File: config.mk
export PLATFORM = sky130hd
export DESIGN_NAME = cascade_sel_dec
export DESIGN_NICKNAME = d
export VERILOG_FILES = /design/src/rtl/cascade_sel_pkg.sv /design/src/rtl/sel_base_decode.sv /design/src/rtl/sel_nf_tracker.sv /design/src/rtl/sel_insn_override.sv /design/src/rtl/cascade_sel_dec.sv
export SDC_FILE = /design/constraint.sdc
export NUM_CORES = 1
export LEC_CHECK = 0
export ABC_CLOCK_PERIOD_IN_PS = 1900
export BUFFER_PORTS_ARGS = -buffer_cell sky130_fd_sc_hd__clkbuf_2
export CORE_MARGIN = 4
export CORE_UTILIZATION = 33
export CTS_CLUSTER_SIZE = 28
export DETAILED_ROUTE_END_ITERATION = 12
export PLACE_DENSITY = 0.77
export SKIP_CTS_REPAIR_TIMING = 1
export SLEW_MARGIN = 30
export SYNTH_ARGS = -nofsm -noshare
export SYNTH_HDL_FRONTEND = slang
export SYNTH_SLANG_ARGS = --single-unit
export TNS_END_PERCENT = 20
File: constraint.sdc
create_clock -name clk -period 1.9 [get_ports clk]
set_input_delay 0.19 -clock clk [delete_from_list [all_inputs] [get_ports clk]]
set_output_delay 0.19 -clock clk [all_outputs]
set_load 0.005 [all_outputs]
File: src/rtl/cascade_sel_pkg.sv
// Shared codes for the chained device select decoder.
// Assumes: cycle kind and instruction class are decoded upstream.
package cascade_sel_pkg;

    typedef enum logic [1:0] {
        KIND_CMD_WR = 2'd0,
        KIND_DAT_WR = 2'd1,
        KIND_CMD_RD = 2'd2,
        KIND_DAT_RD = 2'd3
    } cyc_kind_t;

    typedef enum logic [2:0] {
        INS_PLAIN   = 3'd0,
        INS_DSEL_WR = 3'd1,
        INS_PAGE_WR = 3'd2,
        INS_SET_FULL = 3'd3,
        INS_MOV_NF  = 3'd4,
        INS_XFER_NF = 3'd5,
        INS_MOV_HP  = 3'd6,
        INS_RSVD    = 3'd7
    } insn_class_t;

    localparam int NUM_KINDS = 4;

endpackage

File: src/rtl/sel_base_decode.sv
// Basic routing decision for one device in the cascade.
// Works out the write and read permission from the select registers,
// the match flags and the mode, before any instruction override.
// Assumes: all inputs are stable when the strobe is sampled.
module sel_base_decode #(
    parameter int ADDR_W = 16
) (
    input  logic [ADDR_W-1:0] dsel_reg,
    input  logic [ADDR_W-1:0] page_reg,
    input  logic              route_n,
    input  logic              match_n,
    input  logic              mm_en,
    input  logic              match_in_n,
    input  logic              enh_mode,
    output logic              base_wr,
    output logic              base_rd,
    output logic              nonprio_enh
);

    localparam logic [ADDR_W-1:0] BCAST = {ADDR_W{1'b1}};

    logic is_bcast;
    logic is_page;
    logic eff_match_n;
    logic is_prio;

    // Compare the select register against the broadcast code and page.
    always_comb begin
        is_bcast = (dsel_reg == BCAST);
        is_page  = (dsel_reg == page_reg);
    end

    // Priority match: a disabled match flag forces the match high.
    always_comb begin
        eff_match_n = match_n | ~mm_en;
        is_prio     = ~eff_match_n & match_in_n;
    end

    // Pick the write/read permission for the current routing regime.
    always_comb begin
        base_wr     = 1'b0;
        base_rd     = 1'b0;
        nonprio_enh = 1'b0;
        if (route_n) begin
            if (is_bcast) begin
                base_wr = 1'b1;
            end else if (is_page) begin
                base_wr = 1'b1;
                base_rd = 1'b1;
            end
        end else if (is_prio) begin
            base_wr = 1'b1;
            base_rd = 1'b1;
        end else if (enh_mode) begin
            base_wr     = 1'b1;
            nonprio_enh = 1'b1;
        end
    end

endmodule

File: src/rtl/sel_nf_tracker.sv
// Remembers that the last command write was a transfer of the
// next-free address, so that later command reads answer from
// the first-empty device only.
// Assumes: an instruction is only carried by a command write.
module sel_nf_tracker
    import cascade_sel_pkg::*;
(
    input  logic        clk,
    input  logic        rst_n,
    input  logic        cyc_valid,
    input  cyc_kind_t   kind,
    input  insn_class_t insn,
    output logic        nf_pending
);

    // Set on a next-free transfer, cleared by any other command write.
    always_ff @(posedge clk) begin
        if (!rst_n) begin
            nf_pending <= 1'b0;
        end else if (cyc_valid && kind == KIND_CMD_WR) begin
            nf_pending <= (insn == INS_XFER_NF);
        end
    end

endmodule

File: src/rtl/sel_insn_override.sv
// Applies the instruction-class overrides to the basic decision and
// gives one decision bit per cycle kind.
// Assumes: base permissions come from sel_base_decode in this cycle.
module sel_insn_override
    import cascade_sel_pkg::*;
(
    input  insn_class_t          insn,
    input  logic                 base_wr,
    input  logic                 base_rd,
    input  logic                 nonprio_enh,
    input  logic                 full_in_n,
    input  logic                 full_out_n,
    input  logic                 nf_pending,
    output logic [NUM_KINDS-1:0] dec
);

    logic first_empty;
    logic wr_gate;

    // First empty device in the full chain.
    always_comb first_empty = ~full_in_n & full_out_n;

    // Write permission after the move overrides, shared by both writes.
    always_comb begin
        wr_gate = base_wr;
        if (insn == INS_MOV_NF && !first_empty) begin
            wr_gate = 1'b0;
        end
        if (insn == INS_MOV_HP && nonprio_enh) begin
            wr_gate = 1'b0;
        end
    end

    // Per-kind decision, including register writes and pending reads.
    always_comb begin
        dec[KIND_DAT_WR] = wr_gate;
        dec[KIND_DAT_RD] = base_rd;
        dec[KIND_CMD_RD] = nf_pending ? first_empty : base_rd;
        unique case (insn)
            INS_DSEL_WR:               dec[KIND_CMD_WR] = 1'b1;
            INS_PAGE_WR, INS_SET_FULL: dec[KIND_CMD_WR] = first_empty;
            default:                   dec[KIND_CMD_WR] = wr_gate;
        endcase
    end

endmodule

File: src/rtl/cascade_sel_dec.sv
// Top of the chained device select decoder. Samples each host cycle
// strobe and registers the enable of the strobed cycle kind, valid
// one clock later. Enables clear on clocks without a strobe.
// Assumes: synchronous active-low reset; inputs meet setup on clk.
module cascade_sel_dec
    import cascade_sel_pkg::*;
#(
    parameter int ADDR_W = 16
) (
    input  logic              clk,
    input  logic              rst_n,
    input  logic              cyc_valid,
    input  logic [1:0]        cyc_kind,
    input  logic [2:0]        insn_class,
    input  logic [ADDR_W-1:0] dsel_reg,
    input  logic [ADDR_W-1:0] page_reg,
    input  logic              route_n,
    input  logic              match_n,
    input  logic              mm_en,
    input  logic              match_in_n,
    input  logic              full_in_n,
    input  logic              full_out_n,
    input  logic              enh_mode,
    output logic              en_cmd_wr,
    output logic              en_dat_wr,
    output logic              en_cmd_rd,
    output logic              en_dat_rd
);

    cyc_kind_t            kind;
    insn_class_t          insn;
    logic                 base_wr;
    logic                 base_rd;
    logic                 nonprio_enh;
    logic                 nf_pending;
    logic [NUM_KINDS-1:0] dec;
    logic [NUM_KINDS-1:0] en_q;

    // Cast the raw codes into the package types.
    always_comb begin
        kind = cyc_kind_t'(cyc_kind);
        insn = insn_class_t'(insn_class);
    end

    sel_base_decode #(.ADDR_W(ADDR_W)) base_i (
        .dsel_reg   (dsel_reg),
        .page_reg   (page_reg),
        .route_n    (route_n),
        .match_n    (match_n),
        .mm_en      (mm_en),
        .match_in_n (match_in_n),
        .enh_mode   (enh_mode),
        .base_wr    (base_wr),
        .base_rd    (base_rd),
        .nonprio_enh(nonprio_enh)
    );

    sel_nf_tracker nf_i (
        .clk       (clk),
        .rst_n     (rst_n),
        .cyc_valid (cyc_valid),
        .kind      (kind),
        .insn      (insn),
        .nf_pending(nf_pending)
    );

    sel_insn_override ovr_i (
        .insn       (insn),
        .base_wr    (base_wr),
        .base_rd    (base_rd),
        .nonprio_enh(nonprio_enh),
        .full_in_n  (full_in_n),
        .full_out_n (full_out_n),
        .nf_pending (nf_pending),
        .dec        (dec)
    );

    // One enable register per cycle kind; only the strobed kind may set.
    for (genvar k = 0; k < NUM_KINDS; k++) begin : g_en
        always_ff @(posedge clk) begin
            if (!rst_n) begin
                en_q[k] <= 1'b0;
            end else begin
                en_q[k] <= cyc_valid && (cyc_kind == k[1:0]) && dec[k];
            end
        end
    end

    // Map the enable vector onto the named ports.
    always_comb begin
        en_cmd_wr = en_q[KIND_CMD_WR];
        en_dat_wr = en_q[KIND_DAT_WR];
        en_cmd_rd = en_q[KIND_CMD_RD];
        en_dat_rd = en_q[KIND_DAT_RD];
    end

    AST_ONE_KIND: assert property (@(posedge clk) disable iff (!rst_n)
        $onehot0({en_cmd_wr, en_dat_wr, en_cmd_rd, en_dat_rd}));

    AST_IDLE_CLEARS: assert property (@(posedge clk) disable iff (!rst_n)
        !cyc_valid |=> !(en_cmd_wr | en_dat_wr | en_cmd_rd | en_dat_rd));

    AST_DSEL_WR_TAKEN: assert property (@(posedge clk) disable iff (!rst_n)
        (cyc_valid && cyc_kind == 2'd0 && insn_class == 3'd1) |=> en_cmd_wr);

    AST_BCAST_NO_DREAD: assert property (@(posedge clk) disable iff (!rst_n)
        (cyc_valid && route_n && (&dsel_reg) && cyc_kind == 2'd3) |=> !en_dat_rd);

    AST_PAGE_WR_FIRST_EMPTY: assert property (@(posedge clk) disable iff (!rst_n)
        (cyc_valid && cyc_kind == 2'd0 && (insn_class == 3'd2 || insn_class == 3'd3)
         && !(!full_in_n && full_out_n)) |=> !en_cmd_wr);

    AST_MM_OFF_NO_PRIO: assert property (@(posedge clk) disable iff (!rst_n)
        (cyc_valid && !route_n && !mm_en && !enh_mode && cyc_kind == 2'd3)
        |=> !en_dat_rd);

endmodule

# Yosys cells after proc, flatten, opt, wreduce, memory -nomap -nowiden
# Index checks and enable logic that the tools add are counted.
op_classes:
  div_mod_pow: 0
  bitwise_logic: 6
  n_mul: 0
  shifts: 0
  n_reduce_logical: 13
  eq_ne: 11
  n_lt_le_gt_ge: 0
  add_sub_neg: 0
  muxes: 14
op_table:
  columns: ["cell", "count"]
  rows:
  - ["16-bit equality test", 1]
  - ["16-bit equality test (second input constant)", 1]
  - ["1-bit 2-to-1 mux", 13]
  - ["1-bit logical AND", 10]
  - ["3-bit equality test (second input constant)", 3]
  - ["3-bit by 2-bit equality test with 1-bit output (second input constant)", 2]
  - ["2-bit equality test (second input constant)", 2]
  - ["3-bit by 1-bit equality test with 1-bit output (second input constant)", 1]
  - ["1-bit inverter", 3]
  - ["1-bit AND", 2]
  - ["2-bit by 1-bit equality test with 1-bit output (second input constant)", 1]
  - ["2-bit zero test", 1]
  - ["1-bit one-hot mux with 2 select lines", 1]
  - ["2-bit OR reduction", 1]
  - ["1-bit zero test", 1]
  - ["1-bit OR", 1]
totals:
  mem_bits_rw: 0
  in_bits: 47
  elab_cells: 49
  latchBits: 0
  romBits: 0
  memories: 0
  regBits: 5
  output_inout_bits: 4

# Longest topological paths before layout
depth:
  word_depth: 10
  ltp_mapped: 5
  depth_no_buf: 5

# Hierarchy
# From an unflattened synthesis, not the netlist that was laid out.
hier_totals:
  cells_unflattened: 66
  hier_area_um2: 551.8
modules_own_cells:
  columns: ["module", "n_inst", "seq_area_each_um2", "cells_each", "area_each_um2"]
  rows:
  - ["sel_base_decode", 1, 0.0, 35, 249.0]
  - ["cascade_sel_dec", 1, 80.1, 12, 132.6]
  - ["sel_insn_override", 1, 0.0, 14, 115.1]
  - ["sel_nf_tracker", 1, 20.0, 5, 55.1]

# Worst setup path after synthesis
# OpenSTA, ideal clock, no wires.
synth_path:
  path_type: "input to register"
  startpoint: "in page_reg[15]"
  endpoint: "reg en_q[0], in the netlist en_cmd_wr"
  path_slack_ns: 0.446
  path_stages: 5
  n_path_buf: 0
  arrival_ns: 1.351
  t_required_ns: 1.797
  setup_ns: 0.103
  cell_sequence: "xor2_1 nor4_1 nand4_1 a211o_1 a2111oi_2"
synth_via:
  elab_chain_len: 8
synth_lines:
  columns: ["item", "line", "text"]
  rows:
  - ["from (decl)", "cascade_sel_dec.sv:16", "input logic [ADDR_W-1:0] page_reg,"]
  - ["16-bit equality test", "sel_base_decode.sv:30", "is_page = (dsel_reg == page_reg);"]
  - ["1-bit 2-to-1 mux", "sel_base_decode.sv:47", "end else if (is_page) begin"]
  - ["1-bit 2-to-1 mux", "sel_base_decode.sv:45", "if (is_bcast) begin"]
  - ["1-bit 2-to-1 mux", "sel_base_decode.sv:44", "if (route_n) begin"]
  - ["1-bit 2-to-1 mux", "sel_insn_override.sv:26", "if (insn == INS_MOV_NF && !first_empty) begin"]
  - ["1-bit 2-to-1 mux", "sel_insn_override.sv:29", "if (insn == INS_MOV_HP && nonprio_enh) begin"]
  - ["1-bit one-hot mux with 2 select lines", "sel_insn_override.sv:39", "unique case (insn)"]
  - ["1-bit logical AND", "cascade_sel_dec.sv:84", "en_q[k] <= cyc_valid && (cyc_kind == k[1:0]) && dec[k];"]
  - ["to (signal, indexed assignment)", "cascade_sel_dec.sv:84", null]
  - ["to (decl)", "cascade_sel_dec.sv:37", "logic [NUM_KINDS-1:0] en_q;"]
# No other way between the ends.
# A chain may end at the register's enable or synchronous reset.

# Worst setup path after layout
# Ends and elaborated chain as after synthesis.

==> metrics.md <==
| Metric | Value |
|---|---|
| Fraction of layout cells with a size suffix above 1 | between 40% and 50% |
| Sequential cell area | 100 µm² |
| GPL Wtd Cong | 0.797 |
| CP top delay family | compound AO/OA/AOI/OAI gates |
| Crit path kind | in -> reg |
| Largest net degree at the start of global routing | 6 |
| Flop2flop setup slack | 870 ps |
| Dominant cells by area after synthesis | xor2_1, dfxtp_1, nand4_1, nor4_1, nand3_1 |
| Peak supply drop | 0.000241 V |
| Sequential area share after synthesis | between 20 and 25% |
| RSZ-0062 raised after global routing | no |
| Number of diodes | 0 |
| Vias per cell | roughly 5 |
| Min cycle time layout | 1540 ps |
| Synthesized cell area | 484 µm² |
| Initial Util | 36.3% |
| Number of synthesized register bits | 5 |
| Crit-path cells | clkbuf_2 -> xor2_1 -> nor4_1 -> nand4_1 -> a211o_1 -> a2111oi_2 |
| Mean Syn Cell Area | ~8 µm² |
| MaxCap Viol Count | 0 |
| Syn Inst Count | 59 |
| Cts bufs inserted | 3 |
| Max layer used | met3 |
| Setup tns final | 0 ps |
| Port bufs | 50 |
| Critical Path AT | 1660 ps |
| CTS tree | done |
| Row cnt | 13 |
| Count leader, synth | xor2_1 |
| Hold Crit Depth | 2 |
| Total Nets Final | ~160 |
| Largest fanout on the critical path | 3 |
| Pleak | 0.388 nW |
| Yosys cell types | 22 |
| F_max | 0.649 GHz |
| Critical Path Slowest Stage Cell | a2111oi_2 |
| DRC | 0 |
| Hold Crit Endpoint | en_dat_wr |
| H-tree Lvls | 1 |
| Total iterations of the first detailed-routing run | 4 |
| Post-synth top area share | 28.9% |
| Core area | 0.00133 mm² |
| Final setup violation count | 0 |
| Status | complete, no violations |
| Vias | 651 |
| Vias in the first global route | 564 |
| WP data required | 2020 ps |
| R2r startpoint | nf_i.nf_pending |
| CP Buf/Inv Count | 1 |
| Tot GR Track Use | 13.8% |
| Primary FF master, synth | dfxtp_1 |
| Area occupied by multi-input gates | about 380 µm² |
| IO Pins | 51 |
| Mapped Nets | 106 |
| Worst slew pin tran | 390 ps |
| Fillers | 136 |
| PwrDens | 434 mW/mm² |
| FF-to-FF path depth | 2 |
| Yosys Warn Count | 0 |
| Asr flop ratio synth | 0% |
| Clock Latency Late Sink | 240 ps |
| Iteration-0 DRC Markers | 5 |
| ANT nets after route | 0 |
| Global-route wire length before repair | around 2200 µm |
| Post-synth top area cell | xor2_1 |
| Initial antenna violation count | 0 |
| Capturing point of the worst reg2reg path | en_cmd_rd |
| Top cells by count, synth | xor2_1, dfxtp_1, nand4_1 |
| Critical Path Start Type | primary input |
| WL met1 | between 500 and 600 µm |
| Worst-path clk slew | ~40 ps |
| Met3 wire length | 205 µm |
| Worst setup EP type | register |
| Final hold violations | 0 |
| Hpwl dp | around 1400 µm |
| Post-DR wirelength/cell | approximately 12 µm |
| Chip width | between 40 and 50 µm |
| Final WL | 1530 µm |
| Final Total Pwr | 0.000338 W |
| Clock sink count | 5 |
| Routed wire length on met2 | 769 µm |
| Die area | 0.00214 mm² |
| Clock root cell | clkbuf_4 |
| P&R area growth vs syn | 61.0% |
| Max-Slew Margin vs Limit | 73.6% |
| Final Slew Violations | 0 |
| Overflow after GRT | 0 |
| Die Y | roughly 46 µm |
| HP Start | cyc_kind[1] |
| Post-synth EDFFs | 0 |
| Setup Skew | between 0.02 and 0.025 ps |
| Max incr delay on CP | approximately 380 ps |
| Hold Crit Class | in -> reg |
| Crit share post-route | 81.1% |
| Largest buffer count on any clock path | 2 |
-- how the worst max path moves through the flow --
| stage | from | end | slack (ps) | cells after the start |
|---|---|---|---|---|
| 2_1_floorplan | page_reg[15] | en_cmd_wr | 450 | 5 |
| 3_3_place_gp | page_reg[12] | en_cmd_wr | 240 | 6 |
| 3_5_place_dp | page_reg[15] | en_cmd_wr | 80 | 6 |
| 4_1_cts | page_reg[15] | en_cmd_wr | 320 | 6 |
| 5_1_grt | page_reg[15] | en_cmd_wr | 230 | 6 |
| 6_report | page_reg[15] | en_cmd_wr | 360 | 6 |
-- cell usage in the layout (no fill, tap or decap), types with 2 or more instances in the layout --
master / n
nand3b_1: 2
a211oi_1: 2
nor2_1: 3
dfxtp_1: 5
or3_1: 2
nor2b_1: 2
nor4_1: 4
xor2_1: 16
clkbuf_2: 50
clkbuf_4: 3
inv_1: 2
nand4_1: 5
nand3_1: 3
nor3_1: 2
a21oi_1: 2
-- sequential cells by signal (all words and copies together), names as in the netlist --
register	flops
en_cmd_rd	1
en_cmd_wr	1
en_dat_rd	1
en_dat_wr	1
nf_i.nf_pending	1
-- power by group --
part           internal [W]  switching [W]  leakage [nW]
logic             0.0000605      0.0000521         0.333
registers          0.000106    0.000000425        0.0404
clock network     0.0000791      0.0000396        0.0150
-- cell families after synthesis --
group / share of synthesized area [%]
AOI/OAI and AO/OA: 17.3
DFF: 20.7
buffers and inverters: 1.55
xor gates and xnor gates: 28.9
and+or+nand+nor: 31.5
-- metal layers --
layer	vias to the layer above	track usage, %
met4	0	5.11
met5	-	0
li1	333	-
met2	39	25.3
met1	279	15.9
met3	0	1.95
-- layout make-up --
| class | instances | area share [%] |
|---|---|---|
| clock buffer | 4 | 3.37 |
| sequential | 5 | 12.8 |
| tap | 15 | 2.41 |
| multi-input combinational | 52 | 48.3 |
| timing repair buffer | 50 | 32.1 |
| inverter | 2 | 0.963 |
-- per-stage QoR --
stage / std cells / hold WS (ps) / util [%] / area [µm²] / worst slack (ps)
after floorplan: 59 / 269 / - / 484 / 446
after detailed placement: 124 / 429 / 56.5 / 753 / 82.2
final: 128 / 191 / 58.4 / 779 / 359
after global routing: 128 / 183 / 58.4 / 779 / 229
after CTS: 128 / 185 / 58.4 / 779 / 320
after global placement: 124 / 411 / 56.5 / 753 / 236
No activity file was read; power rests on OpenSTA's default activity.
